## src/rtl/dsi_pkg.sv

```systemverilog
package dsi_pkg;
  localparam int unsigned DSI_SAMPLE_W = 16;
  localparam int unsigned DSI_LANES    = 2;
endpackage

```

## src/rtl/dsi_lane_shift.sv

```systemverilog
module dsi_lane_shift #(
  parameter int unsigned W = dsi_pkg::DSI_SAMPLE_W
) (
  input  logic         clk,
  input  logic         rst,
  input  logic         bit_en,
  input  logic         sd,
  output logic [W-1:0] word_nxt
);
  logic [W-2:0] sr;

  always_ff @(posedge clk) begin
    if (rst)         sr <= '0;
    else if (bit_en) sr <= {sr[W-3:0], sd};
  end

  assign word_nxt = {sr, sd};


  idle_hold_chk: assert property (@(posedge clk) disable iff (rst)
    !bit_en |=> $stable(sr));
endmodule

```

## src/rtl/dsi_frame_ctl.sv

```systemverilog
module dsi_frame_ctl (
  input  logic clk,
  input  logic rst,
  input  logic bit_en,
  input  logic ws_in,
  output logic cap
);
  logic ws_q, seen, armed, ws_edge;

  assign ws_edge = bit_en && seen && (ws_in != ws_q);
  assign cap     = ws_edge && armed;

  always_ff @(posedge clk) begin
    if (rst) begin
      ws_q  <= 1'b0;
      seen  <= 1'b0;
      armed <= 1'b0;
    end else if (bit_en) begin
      ws_q <= ws_in;
      seen <= 1'b1;
      if (ws_edge) armed <= 1'b1;
    end
  end


  arm_first_chk: assert property (@(posedge clk) disable iff (rst)
    cap |-> $past(seen));
endmodule

```

## src/rtl/dsi_pair_buf.sv

```systemverilog
module dsi_pair_buf #(
  parameter int unsigned W = dsi_pkg::DSI_SAMPLE_W,
  localparam int unsigned PW = 2 * W
) (
  input  logic          clk,
  input  logic          rst,
  input  logic          cap,
  input  logic [W-1:0]  word_a,
  input  logic [W-1:0]  word_b,
  output logic [PW-1:0] pair,
  output logic          pair_new
);
  always_ff @(posedge clk) begin
    if (rst) begin
      pair     <= '0;
      pair_new <= 1'b0;
    end else begin
      pair_new <= cap;
      if (cap) pair <= {word_a, word_b};
    end
  end


  cap_word_chk: assert property (@(posedge clk) disable iff (rst)
    cap |=> (pair[PW-1:W] == $past(word_a)) && (pair[W-1:0] == $past(word_b)));
endmodule

```

## src/rtl/dsi_pair_ser.sv

```systemverilog
module dsi_pair_ser #(
  parameter int unsigned W = dsi_pkg::DSI_SAMPLE_W,
  localparam int unsigned PW = 2 * W
) (
  input  logic          clk,
  input  logic          rst,
  input  logic          cap,
  input  logic          load,
  input  logic [PW-1:0] pair,
  output logic          sd_out,
  output logic          ws_out
);
  logic [PW-1:0] osr;

  always_ff @(posedge clk) begin
    if (rst) begin
      osr    <= '0;
      ws_out <= 1'b0;
    end else begin
      if (load) osr <= pair;
      else      osr <= {osr[PW-2:0], 1'b0};
      if (cap)  ws_out <= ~ws_out;
    end
  end

  assign sd_out = osr[PW-1];


  msb_first_chk: assert property (@(posedge clk) disable iff (rst)
    load |=> sd_out == $past(pair[PW-1]));

  ws_toggle_chk: assert property (@(posedge clk) disable iff (rst)
    !$stable(ws_out) |-> $past(cap));
endmodule

```

## src/rtl/dual_stream_interleaver.sv

```systemverilog
module dual_stream_interleaver #(
  parameter int unsigned SAMPLE_W = dsi_pkg::DSI_SAMPLE_W,
  localparam int unsigned LANES = dsi_pkg::DSI_LANES,
  localparam int unsigned PAIR_W = 2 * SAMPLE_W
) (
  input  logic clk,
  input  logic rst,
  input  logic bit_en,
  input  logic ws_in,
  input  logic sd_a,
  input  logic sd_b,
  output logic sd_out,
  output logic ws_out
);
  logic [LANES-1:0]    sd_lane;
  logic [SAMPLE_W-1:0] lane_word [LANES];
  logic                cap, pair_new;
  logic [PAIR_W-1:0]   pair;

  assign sd_lane = {sd_b, sd_a};

  for (genvar g = 0; g < LANES; g++) begin : g_lane
    dsi_lane_shift #(.W(SAMPLE_W)) u_lane (
      .clk(clk), .rst(rst), .bit_en(bit_en),
      .sd(sd_lane[g]), .word_nxt(lane_word[g])
    );
  end

  dsi_frame_ctl u_frame (
    .clk(clk), .rst(rst), .bit_en(bit_en), .ws_in(ws_in), .cap(cap)
  );

  dsi_pair_buf #(.W(SAMPLE_W)) u_buf (
    .clk(clk), .rst(rst), .cap(cap),
    .word_a(lane_word[0]), .word_b(lane_word[1]),
    .pair(pair), .pair_new(pair_new)
  );

  dsi_pair_ser #(.W(SAMPLE_W)) u_ser (
    .clk(clk), .rst(rst), .cap(cap), .load(pair_new), .pair(pair),
    .sd_out(sd_out), .ws_out(ws_out)
  );


  idle_reset_chk: assert property (@(posedge clk)
    $past(rst) |-> !sd_out && !ws_out);
endmodule

```

## config.mk

```make
export PLATFORM = sky130hd
export DESIGN_NAME = dual_stream_interleaver
export DESIGN_NICKNAME = d
export VERILOG_FILES = /design/src/rtl/dsi_pkg.sv /design/src/rtl/dsi_lane_shift.sv /design/src/rtl/dsi_frame_ctl.sv /design/src/rtl/dsi_pair_buf.sv /design/src/rtl/dsi_pair_ser.sv /design/src/rtl/dual_stream_interleaver.sv
export SDC_FILE = /design/constraint.sdc
export NUM_CORES = 1
export LEC_CHECK = 0
export BUFFER_PORTS_ARGS = -buffer_cell sky130_fd_sc_hd__buf_2
export CORE_MARGIN = 2
export CORE_UTILIZATION = 42
export CTS_CLUSTER_SIZE = 8
export DETAILED_ROUTE_END_ITERATION = 10
export HOLD_SLACK_MARGIN = 0.05
export PLACE_DENSITY = 0.69
export SYNTH_ARGS = -nofsm -noshare
export SYNTH_HDL_FRONTEND = slang
export SYNTH_SLANG_ARGS = --single-unit
```

## constraint.sdc

```tcl
create_clock -name clk -period 3.8 [get_ports clk]
set_clock_uncertainty 0.1 [all_clocks]
set_input_delay 0 -clock clk [delete_from_list [all_inputs] [get_ports clk]]
set_output_delay 0 -clock clk [all_outputs]
set_load 0.01 [all_outputs]
```

======== After elaboration in Yosys (flattened, before gate mapping) ========
Cells that the tools add are included.
storage, ports and cells
  register bits ........................... 99
  bits of input ports ..................... 6
  output and inout bits ................... 2
  word-level logic and storage cells ...... 19
operators by class
  eq/ne operators ......................... 1
  mux-type cells .......................... 1
  bitwise logic cells ..................... 2
  reduce and logical (&&, ||, !) cells .... 5
operators by type and width
  cell               number
  $mux 32            1
  $logic_and 1x1->1  3
  $not 1->1          2
  $reduce_and 2->1   1
  $reduce_or 2->1    1
  $ne 1x1->1         1

======== Logic depth before layout (Yosys ltp) ========
Gate-level depths: netlist (run 1).
  word-level depth ........................ 3
  mapped depth ............................ 5
  depth with buffers taken out ............ 3

======== Hierarchy ========
From an unflattened synthesis (run 1), not the netlist that was laid out.
unflattened totals
  cell total of the unflattened synthesis .. 323
  area total of the unflattened synthesis .. 3621.0 µm²
by module, submodules not included
  module          times used  cells each  area an instance (µm²)  sequential area each (µm²)
  dsi_pair_ser    1           106         1203.7                  660.6
  dsi_pair_buf    1           106         1202.4                  660.6
  dsi_lane_shift  2           49          549.3                   300.3
  dsi_frame_ctl   1           13          116.4                   60.1

======== Worst setup path after synthesis (run 1) ========
Ideal clock, no wire load.
  path type ............................... register -> register
  from .................................... register u_frame.ws_q
  to ...................................... register u_ser.ws_out
  library setup time ...................... 0.121 ns
  arrival time ............................ 1.157 ns
  path slack .............................. 2.422 ns
  cell stages (with the launch flop) ...... 5
  path buffers ............................ 1
  period minus slack after synthesis ...... 1.378 ns
  cells stage by stage .................... dfxtp_1 xor2_1 and4_1 buf_6 mux2_2
between the ends
  cells in the longest elaborated chain, start to end .. 3
ends and longest elaborated chain
  item                    line                 source
  start, declared         dsi_frame_ctl.sv:8   logic ws_q, seen, armed, ws_edge;
  start signal, assigned  dsi_frame_ctl.sv:19  ws_q <= ws_in;
  $ne 1x1->1              dsi_frame_ctl.sv:10  assign ws_edge = bit_en && seen && (ws_in != ws_q);
  $logic_and 1x1->1       dsi_frame_ctl.sv:10
  $logic_and 1x1->1       dsi_frame_ctl.sv:11  assign cap = ws_edge && armed;
  end signal, assigned    dsi_pair_ser.sv:22   if (cap) ws_out <= ~ws_out;
  end, declared           dsi_pair_ser.sv:11   output logic ws_out
Every way passes these cells.
A chain may end at the register's enable or synchronous reset.

======== Final worst setup path (run 1) ========
  from .................................... register u_frame.ws_q
  to ...................................... register u_buf.pair[10]
between the ends
  cells in the longest elaborated chain, start to end .. 3
ends and longest elaborated chain
  item                  line                 source
  $ne 1x1->1            dsi_frame_ctl.sv:10
  $logic_and 1x1->1     dsi_frame_ctl.sv:10
  $logic_and 1x1->1     dsi_frame_ctl.sv:11
  end signal, assigned  dsi_pair_buf.sv:19   if (cap) pair <= {word_a, word_b};
  end, declared         dsi_pair_buf.sv:10   output logic [PW-1:0] pair,
Every way passes these cells.

==> impl_metrics.yaml, run 1 <==
synthesis:
  synth_nets: 363
  ys_seq_area_frac: 0.522
  yosysWarnings: 0
  synth_top_area_cell: "dfxtp_1"
  synthTopCellsByArea: "dfxtp_1 (52%), mux2i_1 (25%), nand2b_1 (11%), nor2_1 (6.6%), buf_2 (2.1%)"
  synthCells: 357
  syn_area_per_cell_sq_um: 10.6
  synth_top_area_frac: 0.522
  synthFlopType: "dfxtp_1"
  synth.distinct_cells: 14
  synth_edf_count: 0
  ys_top_cells_by_count: "dfxtp_1 (99), mux2i_1 (94), nor2_1 (67)"
  ys_seq_elements: 99
  synth_most_common_cell: "dfxtp_1"
  syn_area_sq_mm: 0.00380
  synth-async-reset-ratio: 0
global_routing:
  grt_pass1_vias: 2057
  grt_max_degree: 53
  grt-ovfl-total: 0
  antenna_found_initial: 0
  grt_pass1_wl_mm: 9.32
  track_usage: 0.117
sta:
  holdWs_ps: 210
  setup_viol: 0
  fmax_mhz: 497
  rsz0062_at_grt: "no"
  relSlewSlack: 0.322
  timing.final.crit_share: 0.530
  fin_setup_tns_ps: 0
  slew_violations: 0
  hold_viol: 0
  worst_pin_slew_ps: 1020
  layout_min_cycle_time_ps: 2010
setup_path:
  r2r_end: "u_buf.pair[10]$_SDFFE_PP0P_"
  crit_type: "flip-flop to flip-flop"
  cp-end-kind: "flip-flop"
  worstSetupEndpoint: "u_buf.pair[10]$_SDFFE_PP0P_"
  cp_slowest_cell: "and4_2"
  critical_path_depth: 4
  critical_path.top_delay_family: "simple AND/OR/NAND/NOR gates"
  ff2ff_setup_slack_ps: 1790
  critPathMaxStageDelay_ps: 700
  crit_buf_inv: 1
  start_kind: "flip-flop"
  worst-r2r-cell-count: 4
  cp.required_ps: 3990
  path_max_fanout: 22
  cp-startpoint: "u_frame.ws_q$_SDFFE_PP0P_"
  cp.arrival_ps: 2200
  r2r-start: "u_frame.ws_q$_SDFFE_PP0P_"
  path_cells: "xor2_1 -> and4_2 -> buf_4 -> mux2i_1"
floorplanning:
  die_y_microns: 99.1
  initial_core_util: 0.434
  io_pins: 8
  die_area_sq_mm: 0.00982
  placementRows: 34
  coreArea_sq_mm: 0.00876
  fp.dieW_microns: 99.1
layout:
  final_layout_size_suffix_gt1_frac: 0.0829
  regArea_sq_mm: 0.00198
  num-fill-cells: 808
  n_antenna_cell: 0
  area_growth_pct: 7.77
  multiInputGateArea_sq_mm: 0.00165
  fin_nets: 363
placement:
  post-dp-hpwl_mm: 3.20
  routabilityCongestion: 0.666
  port_buffers: 7
route:
  routed_wl_mm: 5.38
  firstDrtPassIters: 4
  ant_nets: 0
  wl_per_cell_microns: 11.4
  vias_per_cell: 4.69
  drc: 0
  vias: 2206
  drt_iter0_markers: 72
power:
  power.total_mw: 1.84
  power_density_mw_per_mm2: 450
  irDropWorstVdd_mv: 0.191
  p_leak_nw: 1.45
clocking:
  cts_tree: "done"
  clk_path_buf_depth: 2
  clock_latency_ps: 350
  cts_made_buffers: 9
  cts_root_buffer: "clkbuf_8"
  cts_sinks: 99
  h-tree-depth: 3
  cts.clk_slew.worst_paths_ps: 90
status:
  status: "complete, no violations"
worst_hold_path:
  hold_path_class: "input pin to flip-flop"
job:
  cap_violations: 0
## registers in the layout (all words and copies together), names as in the netlist
register,count
u_ser.ws_out,1
u_ser.osr,32
u_frame.seen,1
u_frame.ws_q,1
g_lane.u_lane.sr,30
u_buf.pair_new,1
u_buf.pair,32
u_frame.armed,1
## worst min-delay path, cell delays in order
cell and delay, ps:
buf_2 120, buf_4 300, nor2_1 160, nor2_1 40
## what timing repair did
action	CTS	global route
endpoints found under the hold margin	22	0
hold buffers	4	0
setup endpoints to repair	0	0
gates resized for setup	0	0
setup buffers	0	0
## power by group
| group | internal (mW) | total [mW] | leakage, nW | switching, mW |
|---|---|---|---|---|
| combinational | 0.0285 | 0.0607 | 0.544 | 0.0323 |
| clock | 0.389 | 0.738 | 0.108 | 0.350 |
| sequential | 1.04 | 1.05 | 0.799 | 0.00394 |
| total | 1.46 | 1.84 | 1.45 | 0.386 |
## worst min path at each step
stage | cells past startpoint | slack, ps | startpoint | endpoint
finish | 4 | 210 | bit_en | u_frame.seen$_SDFFE_PP0P_
CTS | 4 | 200 | bit_en | u_frame.seen$_SDFFE_PP0P_
global placement | 3 | 170 | sd_b | g_lane[1].u_lane.sr[0]$_SDFFE_PP0P_
detailed placement | 3 | 180 | sd_a | g_lane[0].u_lane.sr[0]$_SDFFE_PP0P_
floorplan | 2 | 50 | sd_a | g_lane[0].u_lane.sr[0]$_SDFFE_PP0P_
global route | 4 | 220 | bit_en | u_frame.seen$_SDFFE_PP0P_
## stage by stage
stage                     worst slack, ps  area, sq um  instances  utilization
final                                1790         4100        470        0.467
after floorplan                      2420         3800        357            -
after global placement               1810         3830        450        0.437
after CTS                            1740         4100        470        0.467
after global routing                 1590         4100        470        0.467
after detailed placement             1770         3830        450        0.437
## logic make-up (layout without fill, tap and decap cells)
logic type / Yosys count / count (layout) / share of synthesized area
multiplexers: 95 / 95 / 0.251
buffers and inverters: 26 / 31 / 0.0458
flip-flops: 99 / 99 / 0.522
AO/OA/AOI/OAI: 1 / 1 / 0.00165
XOR/XNOR: 1 / 1 / 0.00231
AND/OR/NAND/NOR: 135 / 135 / 0.178
## area by class of cell
type                    count  share of cell area
flip-flops and latches     99               0.484
well taps                 108              0.0330
clock inverters             6              0.0217
repair buffers             15              0.0257
clock buffers              10              0.0336
multi-input cells         232               0.402
## cells in the final DEF, fill, tap and decap left out, types with 2 or more instances in the layout
cell type	instances
buf_2	7
buf_4	4
bufinv_16	2
clkbuf_8	10
clkinvlp_4	2
dfxtp_1	98
dlygate4sd3_1	4
mux2i_1	94
nand2b_1	64
nor2_1	67
nor2b_1	2
## per-layer routing
layer,part of all wire,routed length [microns],vias up,GRT usage
met4,0.012,67,0,0.0601
met3,0.023,125,4,0.0274
met2,0.45,2420,21,0.176
met5,0,0,-,0
li1,-,-,1156,-
met1,0.51,2770,1025,0.159
Note: power is estimated with default switching activity, not from simulation.
==> run 2: changes to the inputs <==
--- a/config.mk
+++ b/config.mk
@@ -5,13 +5,14 @@
 export SDC_FILE = /design/constraint.sdc
 export NUM_CORES = 1
 export LEC_CHECK = 0
+export ABC_AREA = 1
 export BUFFER_PORTS_ARGS = -buffer_cell sky130_fd_sc_hd__buf_2
 export CORE_MARGIN = 2
 export CORE_UTILIZATION = 42
 export CTS_CLUSTER_SIZE = 8
 export DETAILED_ROUTE_END_ITERATION = 10
 export HOLD_SLACK_MARGIN = 0.05
-export PLACE_DENSITY = 0.69
+export PLACE_DENSITY = 0.71
 export SYNTH_ARGS = -nofsm -noshare
 export SYNTH_HDL_FRONTEND = slang
 export SYNTH_SLANG_ARGS = --single-unit
==> constraint.sdc (replaced) <==
create_clock -name clk -period 1.7 [get_ports clk]
set_clock_uncertainty 0.1 [all_clocks]
set_input_delay 0 -clock clk [delete_from_list [all_inputs] [get_ports clk]]
set_output_delay 0 -clock clk [all_outputs]
set_load 0.01 [all_outputs]
==> impl_metrics.yaml, run 2 <==
setup_path:
  cp.arrival_ps: 1590
  path_max_fanout: 34
  cp-end-kind: "flip-flop"
  crit_type: "flip-flop to flip-flop"
  cp.required_ps: 1890
  start_kind: "flip-flop"
placement:
  post-place-ws_ps: 289
  port_buffers: 7
  post-dp-hpwl_mm: 3.73
  routabilityCongestion: 0.713
layout:
  n_antenna_cell: 0
  regArea_sq_mm: 0.00198
  multiInputGateArea_sq_mm: 0.00127
  fin_nets: 505
  top_regs: "u_buf.pair (32), u_ser.osr (32), g_lane.u_lane.sr (30)"
  area_growth_pct: 8.07
  final_cell_mix: "inv_1 (99), dfxtp_1 (99), nand2_1 (68), a21oi_1 (63), o21ai_0 (62)"
  final_layout_size_suffix_gt1_frac: 0.0716
  num-fill-cells: 854
sta:
  setup_viol: 0
  setup_slack_ps: 300
  rsz0062_at_grt: "no"
  layout_min_cycle_time_ps: 1400
  hold_viol: 0
  fmax_mhz: 714
  slew_violations: 0
  timing.final.crit_share: 0.824
  worst_pin_slew_ps: 543
  relSlewSlack: 0.638
  fin_setup_tns_ps: 0
power:
  internal_power_mw: 3.02
  p_sw_mw: 0.948
  p_seq_frac: 0.606
  p_comb_frac: 0.064
  sw_frac_of_total: 0.239
  power.total_mw: 3.97
  irDropWorstVdd_mv: 0.364
  power.share.clock: 0.330
  p_leak_nw: 1.74
  power_density_mw_per_mm2: 966
route:
  vias: 2894
  wl_per_cell_microns: 11.0
  drt_iter0_markers: 167
  vias_per_cell: 4.74
  drc: 0
  ant_nets: 0
  firstDrtPassIters: 4
  routed_wl_mm: 6.73
global_routing:
  grt-ovfl-total: 0
  grt_pass1_wl_mm: 11.7
  grt_max_degree: 77
  track_usage: 0.146
  antenna_found_initial: 0
  grt_pass1_vias: 2644
clocking:
  post_cts_buffers: 0
  cts_tree: "done"
  clk_path_buf_depth: 2
  hold_buffers: 4
  cts.repair.resized: 0
  clock_latency_ps: 350
  cts_made_buffers: 9
  h-tree-depth: 3
  cts_root_buffer: "clkbuf_8"
  cts_sinks: 99
  cts.clk_slew.worst_paths_ps: 80
synthesis:
  synth_top_area_cell: "dfxtp_1"
  yosysWarnings: 0
  syn_area_per_cell_sq_um: 7.53
  synthCells: 504
  ys_seq_area_frac: 0.522
  synth-async-reset-ratio: 0
  ys_seq_elements: 99
  synth_top_area_frac: 0.522
  ys_top_cells_by_count: "dfxtp_1 (99), inv_1 (99), nand2_1 (68)"
  syn_area_sq_mm: 0.00380
  synthFlopType: "dfxtp_1"
  synth_nets: 510
  synth_edf_count: 0
  synth.distinct_cells: 16
  synthTopCellsByArea: "dfxtp_1 (52%), inv_1 (9.8%), a21oi_1 (8.3%), o21ai_0 (8.2%), nand2_1 (6.7%)"
floorplanning:
  coreArea_sq_mm: 0.00876
  placementRows: 34
  io_pins: 8
  initial_core_util: 0.433
  fp.dieW_microns: 99.1
  die_area_sq_mm: 0.00982
  die_y_microns: 99.1
status:
  status: "complete, no violations"
worst_hold_path:
  hold_path_class: "input pin to flip-flop"
job:
  cap_violations: 0
-- run 2: cell types whose count changed after synthesis, sizes merged, moves of 62 or more --
cell | before | now
nand2 | 1 | 69
a21oi | 0 | 63
mux2i | 94 | 0
inv | 0 | 100
nand2b | 64 | 0
o21ai | 0 | 62
-- run 2: cells by family after synthesis --
| kind of cell | synth area share |
|---|---|
| AOI/OAI and AO/OA | 0.165 |
| and+or+nand+nor | 0.169 |
| buffers and inverters | 0.144 |
| DFF | 0.522 |
-- run 2: path summary, 6_finish.rpt --
path / start / to / slack, ps / cells after the start
max: u_frame.seen$_SDFFE_PP0P_ / u_buf.pair[25]$_SDFFE_PP0P_ / 300 / 6
min: bit_en / u_frame.armed$_SDFFE_PP0P_ / 150 / 6
max reg2reg: u_frame.seen$_SDFFE_PP0P_ / u_buf.pair[25]$_SDFFE_PP0P_ / 300 / 6
min reg2reg: u_buf.pair[0]$_SDFFE_PP0P_ / u_ser.osr[0]$_SDFF_PP0_ / 340 / 2
-- run 2: layout make-up --
class                      instances  area share
sequential                        99       0.483
multi-input combinational        268       0.309
inverter                         100      0.0915
timing repair buffer              21      0.0427
clock buffer                      10      0.0335
tap                              108      0.0329
clock inverter                     5     0.00732
-- run 2: worst max-delay path, cell delays in order, from the launching register on --
cell and delay, ps:
dfxtp_1 350, nand2_2 70, nor2_4 140, nand3_4 350, nand2_1 160, inv_1 50
nor2_1 90
-- run 2: per-stage QoR --
| step | utilization | instances | hold WS, ps | instance area [sq um] |
|---|---|---|---|---|
| finish | 0.468 | 611 | 149 | 4100 |
| detailed placement | 0.445 | 592 | 160 | 3900 |
| global placement | 0.445 | 592 | 155 | 3900 |
| global route | 0.468 | 611 | 188 | 4100 |
| CTS | 0.468 | 611 | 129 | 4100 |
| floorplan | - | 504 | -27.6 | 3800 |
-- run 2: per-layer routing --
layer | GRT usage | part of all wire | routed length [microns]
met4 | 0.0548 | 0.014 | 95
met2 | 0.242 | 0.45 | 3020
met1 | 0.187 | 0.51 | 3420
met3 | 0.0319 | 0.029 | 194
met5 | 0 | 0 | 0
-- run 2: power by group through the flow --
stage	logic, mW	registers [mW]	clock network, mW
2_1_floorplan	0.190	2.45	0
3_3_place_gp	0.240	2.46	0
3_5_place_dp	0.245	2.46	0
4_1_cts	0.253	2.41	1.35
5_1_grt	0.293	2.41	1.43
6_report	0.253	2.41	1.31
==> run 3: changes to the inputs <==
==> constraint.sdc (replaced) <==
create_clock -name clk -period 1.22 [get_ports clk]
set_clock_uncertainty 0.1 [all_clocks]
set_input_delay 0 -clock clk [delete_from_list [all_inputs] [get_ports clk]]
set_output_delay 0 -clock clk [all_outputs]
set_load 0.01 [all_outputs]
==> impl_metrics.yaml, run 3 (synthesis results as in run 2) <==
power:
  irDropWorstVdd_mv: 0.657
  sw_frac_of_total: 0.232
  p_leak_nw: 1.83
  power.share.clock: 0.349
  internal_power_mw: 4.42
  p_sw_mw: 1.34
  p_comb_frac: 0.068
  power_density_mw_per_mm2: 1330
  p_seq_frac: 0.582
layout:
  final_cell_mix: "dfxtp_1 (98), inv_1 (94), a21oi_1 (63), o21ai_0 (62), nand2_1 (55)"
  multiInputGateArea_sq_mm: 0.00131
  final_common_cell: "dfxtp_1"
  regArea_sq_mm: 0.00199
  area_growth_pct: 14.1
  n_antenna_cell: 0
  fin_util: 0.494
  num-fill-cells: 839
  top_regs: "u_buf.pair (32), u_ser.osr (32), g_lane.u_lane.sr (30)"
  final_layout_size_suffix_gt1_frac: 0.131
  fin_nets: 515
setup_path:
  start_kind: "flip-flop"
  cp.arrival_ps: 1410
  cp.required_ps: 1380
  path_max_fanout: 17
  crit_type: "flip-flop to flip-flop"
  cp-end-kind: "flip-flop"
status:
  status: "finished, violations left"
  violations: "negative setup slack"
clocking:
  cts_tree: "done"
  cts_made_buffers: 9
  clk_path_buf_depth: 2
  h-tree-depth: 3
  cts_root_buffer: "clkbuf_8"
  cts_sinks: 99
  clock_latency_ps: 350
  cts.clk_slew.worst_paths_ps: 90
sta:
  slew_violations: 0
  worst_pin_slew_ps: 330
  timing.final.crit_share: 1.03
  fmax_mhz: 798
  relSlewSlack: 0.780
  rsz0062_at_grt: "yes"
  setup_slack_ps: -33.2
  fin_setup_tns_ps: -262
  setup_viol: 28
  layout_min_cycle_time_ps: 1250
  hold_viol: 0
route:
  firstDrtPassIters: 4
  ant_nets: 0
  vias: 3024
  wl_per_cell_microns: 11.7
  drt_iter0_markers: 130
  routed_wl_mm: 7.24
  vias_per_cell: 4.87
  drc: 0
floorplanning:
  die_area_sq_mm: 0.00982
  fp.dieW_microns: 99.1
  placementRows: 34
  die_y_microns: 99.1
  io_pins: 8
  coreArea_sq_mm: 0.00876
  initial_core_util: 0.433
global_routing:
  grt_pass1_vias: 2944
  grt_max_degree: 65
  grt_pass1_wl_mm: 12.9
  antenna_found_initial: 0
  track_usage: 0.160
  grt-ovfl-total: 0
worst_hold_path:
  hold_path_class: "input pin to flip-flop"
placement:
  port_buffers: 7
  post-dp-hpwl_mm: 4.25
  routabilityCongestion: 0.746
job:
  cap_violations: 0
-- run 3: layout make-up --
type,instances,share of cell area
clock buffer,13,0.0413
clock inverter,2,0.00404
inverter,100,0.0867
multi-input combinational,268,0.303
sequential,99,0.458
tap,108,0.0312
timing repair buffer,31,0.0751
-- run 3: power by group through the flow --
stage	logic [mW]	clock network [mW]	registers [mW]
CTS	0.384	2.09	3.36
global placement	0.353	0	3.43
detailed placement	0.363	0	3.43
floorplan	0.265	0	3.42
global route	0.446	2.22	3.37
finish	0.392	2.01	3.36
-- run 3: metal layers --
layer	track usage	wire length (microns)	vias up
met2	0.283	3590	38
met1	0.190	3310	1392
met3	0.0489	257	6
met4	0.0400	73	0
li1	-	-	1588
met5	0	0	-
-- run 3: repair_timing --
item | 4_1_cts | 5_1_grt
pin swaps | 2 | 0
resized for setup | 8 | 21
endpoints found under the setup margin | 33 | 55
hold buffers | 5 | 0
cloned | 1 | 0
buffers inserted | 1 | 0
endpoints found under the hold margin | 19 | 0
-- run 3: worst paths after layout --
path,from,end,slack (ps),cells past startpoint
max,u_frame.ws_q$_SDFFE_PP0P_,u_buf.pair[26]$_SDFFE_PP0P_,-30,7
min,rst,u_buf.pair_new$_SDFF_PP0_,340,3
max reg2reg,u_frame.ws_q$_SDFFE_PP0P_,u_buf.pair[26]$_SDFFE_PP0P_,-30,7
min reg2reg,u_buf.pair[20]$_SDFFE_PP0P_,u_ser.osr[20]$_SDFF_PP0_,350,2
-- run 3: metrics by stage --
step                      area, sq um  power, mW  std cells  hold WS, ps  worst slack (ps)
after floorplan                  3800       3.68        504        -27.6              10.9
after global placement           3990       3.78        599          160              25.3
after detailed placement         3990       3.79        599          165             -56.2
after CTS                        4290       5.83        621          326             -34.7
after global routing             4330       6.04        621          335              -131
final                            4330       5.76        621          338             -33.2
-- run 3: critical path: stages, from the launching register on --
cell     delay (ps)
dfxtp_4         380
nor2_4           50
nor2_4          120
buf_4           150
buf_12          140
nand4_1          90
nand2_1          80
nor2_1           40
